==> src/rtl/pmc_pkg.sv <==
package pmc_pkg;
  typedef enum logic [2:0] {
    ST_ACT, ST_IDLE, ST_PD_DLY, ST_PD, ST_W_REG, ST_W_PLL, ST_W_FLASH, ST_W_BOOT
  } pmc_state_e;

  localparam logic [1:0] ADR_CTRL = 2'd0;
  localparam logic [1:0] ADR_PASS = 2'd1;
  localparam logic [1:0] ADR_DIV  = 2'd2;

  localparam logic [7:0] PW_OPEN  = 8'h98;
  localparam logic [7:0] PW_CLOSE = 8'hA8;

  localparam int B_IDLE = 0;
  localparam int B_SLOW = 1;
  localparam int B_PD   = 2;
  localparam int B_WRST = 6;
  localparam int B_FLAG = 7;
endpackage

==> src/rtl/pmc_regs.sv <==
module pmc_regs
  import pmc_pkg::*;
(
  input  logic       clk,
  input  logic       por_n,
  input  logic       hw_rst,
  input  logic       wr,
  input  logic [1:0] addr,
  input  logic [7:0] wdata,
  input  logic       active,
  input  logic       idle_st,
  input  logic       pdly_st,
  input  logic       rst_done,
  output logic [7:0] rdata,
  output logic       slow_q,
  output logic [3:0] div_q,
  output logic [1:0] src_q,
  output logic       wrst_q,
  output logic       idle_go,
  output logic       pd_go
);
  logic open_q;
  logic flag_q;
  logic ctrl_wr, pass_wr, div_wr;

  assign ctrl_wr = wr && active && (addr == ADR_CTRL);
  assign pass_wr = wr && active && (addr == ADR_PASS);
  assign div_wr  = wr && active && (addr == ADR_DIV);
  assign pd_go   = ctrl_wr && wdata[B_PD] && open_q;
  assign idle_go = ctrl_wr && wdata[B_IDLE] && !pd_go;

  always_ff @(posedge clk or negedge por_n) begin
    if (!por_n) begin
      open_q <= 1'b0;
      slow_q <= 1'b0;
      div_q  <= '0;
      src_q  <= '0;
      wrst_q <= 1'b0;
      flag_q <= 1'b0;
    end else if (hw_rst || rst_done) begin
      open_q <= 1'b0;
      slow_q <= 1'b0;
      div_q  <= '0;
      src_q  <= '0;
      wrst_q <= 1'b0;
      if (rst_done) flag_q <= 1'b1;
    end else begin
      if (ctrl_wr) begin
        src_q  <= wdata[5:4];
        wrst_q <= wdata[B_WRST];
        if (open_q) slow_q <= wdata[B_SLOW];
        if (!wdata[B_FLAG]) flag_q <= 1'b0;
      end
      if (pass_wr) begin
        if (wdata == PW_OPEN) open_q <= 1'b1;
        else if (wdata == PW_CLOSE) open_q <= 1'b0;
      end
      if (div_wr) div_q <= wdata[3:0];
    end
  end

  always_comb begin
    case (addr)
      ADR_CTRL: rdata = {flag_q, wrst_q, src_q, 1'b0, pdly_st, slow_q, idle_st};
      ADR_PASS: rdata = {7'd0, open_q};
      ADR_DIV:  rdata = {4'd0, div_q};
      default:  rdata = 8'd0;
    endcase
  end


  slow_guard_chk: assert property (@(posedge clk) disable iff (!por_n)
    (ctrl_wr && !open_q && !hw_rst && !rst_done) |=> $stable(slow_q));


  flag_origin_chk: assert property (@(posedge clk) disable iff (!por_n)
    $rose(flag_q) |-> $past(rst_done));
endmodule

==> src/rtl/pmc_wake_filter.sv <==
module pmc_wake_filter #(
  parameter int LOW_CYC = 1
) (
  input  logic clk,
  input  logic por_n,
  input  logic clr,
  input  logic en,
  input  logic pin,
  output logic fire
);
  localparam int CW = $clog2(LOW_CYC + 1);
  localparam logic [CW-1:0] LAST = CW'(LOW_CYC - 1);

  logic          armed_q;
  logic [CW-1:0] cnt_q;

  always_ff @(posedge clk or negedge por_n) begin
    if (!por_n) begin
      armed_q <= 1'b0;
      cnt_q   <= '0;
    end else if (!en || clr) begin
      armed_q <= 1'b0;
      cnt_q   <= '0;
    end else begin
      armed_q <= armed_q | pin;
      if (pin || !armed_q) cnt_q <= '0;
      else if (cnt_q != LAST) cnt_q <= cnt_q + CW'(1);
    end
  end

  assign fire = en && armed_q && !pin && (cnt_q == LAST);


  single_fire_chk: assert property (@(posedge clk) disable iff (!por_n)
    fire |=> !fire);

  if (LOW_CYC > 1) begin : g_width

    low_width_chk: assert property (@(posedge clk) disable iff (!por_n)
      fire |-> $past(!pin));
  end
endmodule

==> src/rtl/pmc_seq.sv <==
module pmc_seq
  import pmc_pkg::*;
#(
  parameter int ENTRY_DLY = 2,
  parameter int REG_CYC   = 1500,
  parameter int PLL_CYC   = 2000,
  parameter int FLASH_CYC = 1600,
  parameter int BOOT_CYC  = 2500
) (
  input  logic       clk,
  input  logic       por_n,
  input  logic       hw_rst,
  input  logic       idle_go,
  input  logic       pd_go,
  input  logic       irq_pend,
  input  logic       wake_fire,
  input  logic       cfg_wrst,
  input  logic [1:0] cfg_src,
  output pmc_state_e st,
  output logic [1:0] src_lat,
  output logic       rst_done
);
  localparam int M1   = (ENTRY_DLY > REG_CYC) ? ENTRY_DLY : REG_CYC;
  localparam int M2   = (PLL_CYC > FLASH_CYC) ? PLL_CYC : FLASH_CYC;
  localparam int M3   = (M1 > M2) ? M1 : M2;
  localparam int MAXD = (M3 > BOOT_CYC) ? M3 : BOOT_CYC;
  localparam int CW   = $clog2(MAXD + 1);

  pmc_state_e    st_q;
  logic [CW-1:0] cnt_q;
  logic          path_q;
  logic          cnt_z;

  assign cnt_z = (cnt_q == '0);

  always_ff @(posedge clk or negedge por_n) begin
    if (!por_n) begin
      st_q    <= ST_ACT;
      cnt_q   <= '0;
      path_q  <= 1'b0;
      src_lat <= '0;
    end else if (hw_rst) begin
      st_q  <= ST_ACT;
      cnt_q <= '0;
    end else begin
      case (st_q)
        ST_ACT: begin
          if (pd_go) begin
            st_q  <= ST_PD_DLY;
            cnt_q <= CW'(ENTRY_DLY - 1);
          end else if (idle_go) begin
            st_q <= ST_IDLE;
          end
        end
        ST_IDLE: if (irq_pend) st_q <= ST_ACT;
        ST_PD_DLY: begin
          if (!cnt_z) cnt_q <= cnt_q - CW'(1);
          else begin
            st_q    <= ST_PD;
            path_q  <= cfg_wrst;
            src_lat <= cfg_src;
          end
        end
        ST_PD: begin
          if (wake_fire) begin
            st_q  <= ST_W_REG;
            cnt_q <= CW'(REG_CYC - 1);
          end
        end
        ST_W_REG: begin
          if (!cnt_z) cnt_q <= cnt_q - CW'(1);
          else begin
            st_q  <= ST_W_PLL;
            cnt_q <= CW'(PLL_CYC - 1);
          end
        end
        ST_W_PLL: begin
          if (!cnt_z) cnt_q <= cnt_q - CW'(1);
          else if (path_q) begin
            st_q  <= ST_W_FLASH;
            cnt_q <= CW'(FLASH_CYC - 1);
          end else begin
            st_q <= ST_ACT;
          end
        end
        ST_W_FLASH: begin
          if (!cnt_z) cnt_q <= cnt_q - CW'(1);
          else begin
            st_q  <= ST_W_BOOT;
            cnt_q <= CW'(BOOT_CYC - 1);
          end
        end
        ST_W_BOOT: begin
          if (!cnt_z) cnt_q <= cnt_q - CW'(1);
          else st_q <= ST_ACT;
        end
        default: st_q <= ST_ACT;
      endcase
    end
  end

  assign st       = st_q;
  assign rst_done = (st_q == ST_W_BOOT) && cnt_z && !hw_rst;


  pd_irq_ignored_chk: assert property (@(posedge clk) disable iff (!por_n)
    (st_q == ST_PD && irq_pend && !wake_fire && !hw_rst) |=> (st_q == ST_PD));
endmodule

==> src/rtl/pwr_mode_ctrl.sv <==
module pwr_mode_ctrl
  import pmc_pkg::*;
#(
  parameter int ENTRY_DLY = 2,
  parameter int REG_CYC   = 1500,
  parameter int PLL_CYC   = 2000,
  parameter int FLASH_CYC = 1600,
  parameter int BOOT_CYC  = 2500,
  parameter int LOW_CYC   = 1
) (
  input  logic       clk,
  input  logic       por_n,
  input  logic       hw_rst,
  input  logic       bus_wr,
  input  logic [1:0] bus_addr,
  input  logic [7:0] bus_wdata,
  output logic [7:0] bus_rdata,
  input  logic       irq_pend,
  input  logic       pin_ext_int,
  input  logic       pin_ser_rx,
  output logic       cpu_clk_en,
  output logic       per_clk_en,
  output logic       sys_clk_en,
  output logic       div_req,
  output logic [3:0] div_code,
  output logic       sys_rst_req
);
  localparam int NPIN = 2;

  pmc_state_e      st;
  logic [1:0]      src_q, src_lat;
  logic            wrst_q, slow_q, idle_go, pd_go, rst_done;
  logic [NPIN-1:0] pins, fire_v;

  assign pins = {pin_ser_rx, pin_ext_int};

  pmc_regs u_regs (
    .clk(clk), .por_n(por_n), .hw_rst(hw_rst),
    .wr(bus_wr), .addr(bus_addr), .wdata(bus_wdata),
    .active(st == ST_ACT), .idle_st(st == ST_IDLE), .pdly_st(st == ST_PD_DLY),
    .rst_done(rst_done), .rdata(bus_rdata),
    .slow_q(slow_q), .div_q(div_code), .src_q(src_q), .wrst_q(wrst_q),
    .idle_go(idle_go), .pd_go(pd_go)
  );

  pmc_seq #(
    .ENTRY_DLY(ENTRY_DLY), .REG_CYC(REG_CYC), .PLL_CYC(PLL_CYC),
    .FLASH_CYC(FLASH_CYC), .BOOT_CYC(BOOT_CYC)
  ) u_seq (
    .clk(clk), .por_n(por_n), .hw_rst(hw_rst),
    .idle_go(idle_go), .pd_go(pd_go), .irq_pend(irq_pend),
    .wake_fire(|fire_v), .cfg_wrst(wrst_q), .cfg_src(src_q),
    .st(st), .src_lat(src_lat), .rst_done(rst_done)
  );

  for (genvar i = 0; i < NPIN; i++) begin : g_pin
    pmc_wake_filter #(.LOW_CYC(LOW_CYC)) u_filt (
      .clk(clk), .por_n(por_n), .clr(hw_rst),
      .en((st == ST_PD) && src_lat[i]),
      .pin(pins[i]), .fire(fire_v[i])
    );
  end

  always_comb begin
    cpu_clk_en  = (st == ST_ACT) || (st == ST_PD_DLY);
    per_clk_en  = cpu_clk_en || (st == ST_IDLE);
    sys_rst_req = (st == ST_W_FLASH) || (st == ST_W_BOOT);
    sys_clk_en  = per_clk_en || sys_rst_req;
  end

  assign div_req = slow_q;


  idle_exit_chk: assert property (@(posedge clk) disable iff (!por_n)
    (st == ST_IDLE && irq_pend && !hw_rst) |=> (cpu_clk_en && per_clk_en));


  clk_tree_chk: assert property (@(posedge clk) disable iff (!por_n)
    !sys_clk_en |-> (!cpu_clk_en && !per_clk_en));


  rst_hold_chk: assert property (@(posedge clk) disable iff (!por_n)
    sys_rst_req |-> !cpu_clk_en);
endmodule

==> config.mk <==
export PLATFORM = sky130hd
export DESIGN_NAME = pwr_mode_ctrl
export DESIGN_NICKNAME = d
export VERILOG_FILES = /design/src/rtl/pmc_pkg.sv /design/src/rtl/pmc_regs.sv /design/src/rtl/pmc_wake_filter.sv /design/src/rtl/pmc_seq.sv /design/src/rtl/pwr_mode_ctrl.sv
export SDC_FILE = /design/constraint.sdc
export NUM_CORES = 1
export LEC_CHECK = 0
export BUFFER_PORTS_ARGS = -buffer_cell sky130_fd_sc_hd__buf_4
export CORE_MARGIN = 5
export CORE_UTILIZATION = 46
export CTS_CLUSTER_SIZE = 40
export DETAILED_ROUTE_END_ITERATION = 8
export PLACE_DENSITY = 0.7
export SLEW_MARGIN = 10
export SYNTH_ARGS = -nofsm -noshare
export SYNTH_HDL_FRONTEND = slang
export SYNTH_SLANG_ARGS = --single-unit
export TNS_END_PERCENT = 20
==> constraint.sdc <==
create_clock -name clk -period 2.9 [get_ports clk]
set_input_delay 0.145 -clock clk [delete_from_list [all_inputs] [get_ports clk]]
set_output_delay 0.145 -clock clk [all_outputs]
set_load 0.02 [all_outputs]
==> flow_summary.json <==
{
  "status": "finished clean",
  "grt-ovfl-total": 0,
  "worstHoldPathType": "input pin to register",
  "relSlewSlack_pct": 61.85,
  "num-fill-cells": 440,
  "p_seq_share_pct": 44.4,
  "finalSetupViolations": 0,
  "slew_viol_final": 0,
  "startpoint_type": "register",
  "row_count": 25,
  "worst_setup_path_end_kind": "register",
  "cts_root_buf": "clkbuf_8",
  "grtUsageTotal_pct": 20.98,
  "cts_tree": "yes",
  "path_cells": "inv_1 > ha_1 > or4b_1 > nor3_2 > a221oi_1 > and3_1 > a211o_1",
  "port_buffers": 33,
  "final_net_count": 302,
  "critPathMaxFanout": 7,
  "drive_above_1_share_pct": 19.79,
  "die_h_um": 78.54,
  "htreeDepth": 2,
  "ys_async_sr_fraction_pct": 100.0,
  "via_per_inst": 6.374,
  "area_growth_pct": 18.36,
  "finalSetupTns_ps": 0,
  "combPwrFrac_pct": 9.8,
  "synth_edf_count": 0,
  "drc": 0,
  "fmax_mhz": 405.9,
  "drtIter0Drc": 256,
  "syn-num-nets": 273,
  "hold_violations": 0,
  "cts_buffers": 5,
  "firstDrtPassIters": 4,
  "p_sw_share_pct": 23.76,
  "syn_area_um2": 2161,
  "ys_warn_count": 0,
  "wl_per_cell_um": 17.91,
  "start_util_pct": 46.68,
  "grt_pass1_wl_um": 10350,
  "clk_pin_slew_worst_paths_ps": 70,
  "ys_seq_area_share_pct": 34.74,
  "critical_path.top_delay_family": "simple AND/OR/NAND/NOR gates",
  "multi_input_area_um2": 1290,
  "globalplace.congestion": 0.9311,
  "worst_path_max_delay_cell": "or4b_1",
  "cap_violations": 0,
  "hpwl_um": 4468,
  "syn_inst": 254,
  "first_global_vias": 2064,
  "routed_wl_um": 6036,
  "slowest_delay_ps": 590,
  "p_int_mw": 0.7377,
  "antenna_found_initial": 0,
  "clock_sinks": 30,
  "die_x_um": 78.54,
  "rsz0062_at_grt": "no",
  "power_frac_clock_pct": 45.8,
  "drtAntennaViolNets": 0,
  "max-clock-path-buffers": 2,
  "tightest_slew_ps": 557.8,
  "post-route-period-util_pct": 84.96,
  "synth_area_per_cell_um2": 8.507,
  "power_per_cell_area_nw_per_um2": 378.3,
  "cp.arrival_ps": 2630,
  "p_sw_mw": 0.2299,
  "criticalPathCategory": "register to register",
  "p_leak_nw": 1.214,
  "timing.hold.ws_ps": 106.1,
  "ff_latch_area_um2": 750.7,
  "coreArea_um2": 4629,
  "ir_drop_v": 0.0001740,
  "cp_num_buf_inv": 1,
  "clock_latency_ps": 290,
  "fin_util_pct": 55.24,
  "ys_types": 56,
  "post_cts_buffers": 0,
  "fin_crit_ps": 2464,
  "skew_ps": 8.195,
  "boundaryPins": 34,
  "die-area_um2": 6168,
  "grt_max_degree": 31,
  "cts_resized": 0,
  "synthFlopType": "dfrtp_1",
  "via_count": 2148,
  "antenna_cells": 0,
  "ys_seq_elements": 30,
  "required_ps": 3070
}
cell usage in the layout, fill, tap and decap left out, types with 4 or more instances in the layout:
cell      count
buf_4        38
dfrtp_1      30
nor2_1       21
a21oi_1      17
o21ai_0      14
inv_1        11
nor3_1       11
nand2_1       8
o31a_1        8
and2_1        7
a211oi_1      7
nor4_1        6
mux2i_1       6
a21o_1        6
nand4_1       6
clkbuf_8      6
nand2b_1      5
nand3_1       5
a31oi_1       5
o31ai_1       5
or3_1         4
or4_1         4
logic make-up (layout without fill, tap and decap cells):
kind of cell	after synthesis	after routing	synth area share, %
xor+xnor	2	2	0.8108
mux	9	9	4.343
buf+inv	28	57	5.559
compound gates	88	88	28.32
flops	30	30	34.74
fa+ha+maj	2	2	1.158
simple gates	95	95	25.07
through the flow:
step | power, mW | setup slack [ps] | cell area (um2) | cells
after floorplan | 0.4835 | 589.7 | 2161 | 254
after global placement | 0.5308 | 547.3 | 2435 | 329
after detailed placement | 0.5314 | 500.6 | 2435 | 329
after CTS | 0.9714 | 475.0 | 2557 | 337
after global routing | 0.9981 | 184.7 | 2557 | 337
final | 0.9676 | 436.1 | 2557 | 337
synthesized netlist by cell type, drive strengths merged (6+ instances only):
master | n | area (um2)
dfrtp | 30 | 750.7
nor4 | 6 | 37.54
a21oi | 18 | 93.84
clkbuf | 13 | 48.80
inv | 11 | 41.29
or4 | 6 | 52.55
nand4 | 6 | 37.54
o31a | 8 | 70.07
nor3 | 12 | 65.06
a21o | 6 | 45.04
nor2 | 21 | 78.83
nand2 | 8 | 30.03
a211oi | 7 | 52.55
o21ai | 15 | 75.07
mux2i | 6 | 60.06
and2 | 7 | 43.79
repair_timing:
action	4_1_cts	5_1_grt
hold buffers	1	0
endpoints found under the hold margin	30	0
endpoints found under the setup margin	0	0
worst reg2reg max path, delay by kind of cell, from the launching register on:
family	cells	cell delay (ps)
compound gates	2	460
fa+ha+maj	1	180
flops	1	420
buf+inv	1	100
simple gates	3	1190
power by group through the flow:
| stage | logic (mW) | clock network [mW] | registers [mW] |
|---|---|---|---|
| 6_report | 0.0949 | 0.443 | 0.429 |
| 5_1_grt | 0.106 | 0.462 | 0.430 |
| 4_1_cts | 0.0958 | 0.446 | 0.429 |
| 3_5_place_dp | 0.0941 | 0 | 0.437 |
| 3_3_place_gp | 0.0938 | 0 | 0.437 |
| 2_1_floorplan | 0.0460 | 0 | 0.438 |
registers in the layout, indices dropped and copies added (netlist names):
signal	flops
u_regs.slow_q	1
u_regs.flag_q	1
u_seq.cnt_q	12
g_pin.u_filt.armed_q	2
u_regs.open_q	1
u_seq.src_lat	2
u_seq.st	3
u_regs.src_q	2
u_regs.wrst_q	1
u_seq.path_q	1
u_regs.div_q	4
routing by layer:
| metal | vias up | global-route usage [%] | wire length [um] |
|---|---|---|---|
| li1 | 1023 | - | - |
| met3 | 14 | 4.702 | 363 |
| met2 | 71 | 33.11 | 2852 |
| met1 | 1040 | 28.21 | 2699 |
| met5 | - | 0 | 0 |
| met4 | 0 | 7.168 | 121 |
worst paths after layout:
check	depth (start not counted)	startpoint	endpoint	slack (ps)
min reg2reg	2	u_regs.flag_q$_DFFE_PN0P_	u_regs.flag_q$_DFFE_PN0P_	520
max in group asynchronous	2	por_n	u_regs.open_q$_DFFE_PN0P_	2290
max	7	u_seq.cnt_q[0]$_DFFE_PN0P_	u_seq.cnt_q[9]$_DFFE_PN0P_	440
min	3	bus_wdata[3]	u_regs.div_q[3]$_DFFE_PN0P_	110
min in group asynchronous	2	por_n	u_seq.cnt_q[6]$_DFFE_PN0P_	320
max reg2reg	7	u_seq.cnt_q[0]$_DFFE_PN0P_	u_seq.cnt_q[9]$_DFFE_PN0P_	440
final cells by class:
cell class,count,share of cell area [%]
sequential,30,29.35
clock inverter,1,1.174
timing repair buffer,39,11.55
clock buffer,6,3.229
tap,54,2.642
inverter,11,1.614
multi-input combinational,196,50.44
No activity file was read; power rests on OpenSTA's default activity.
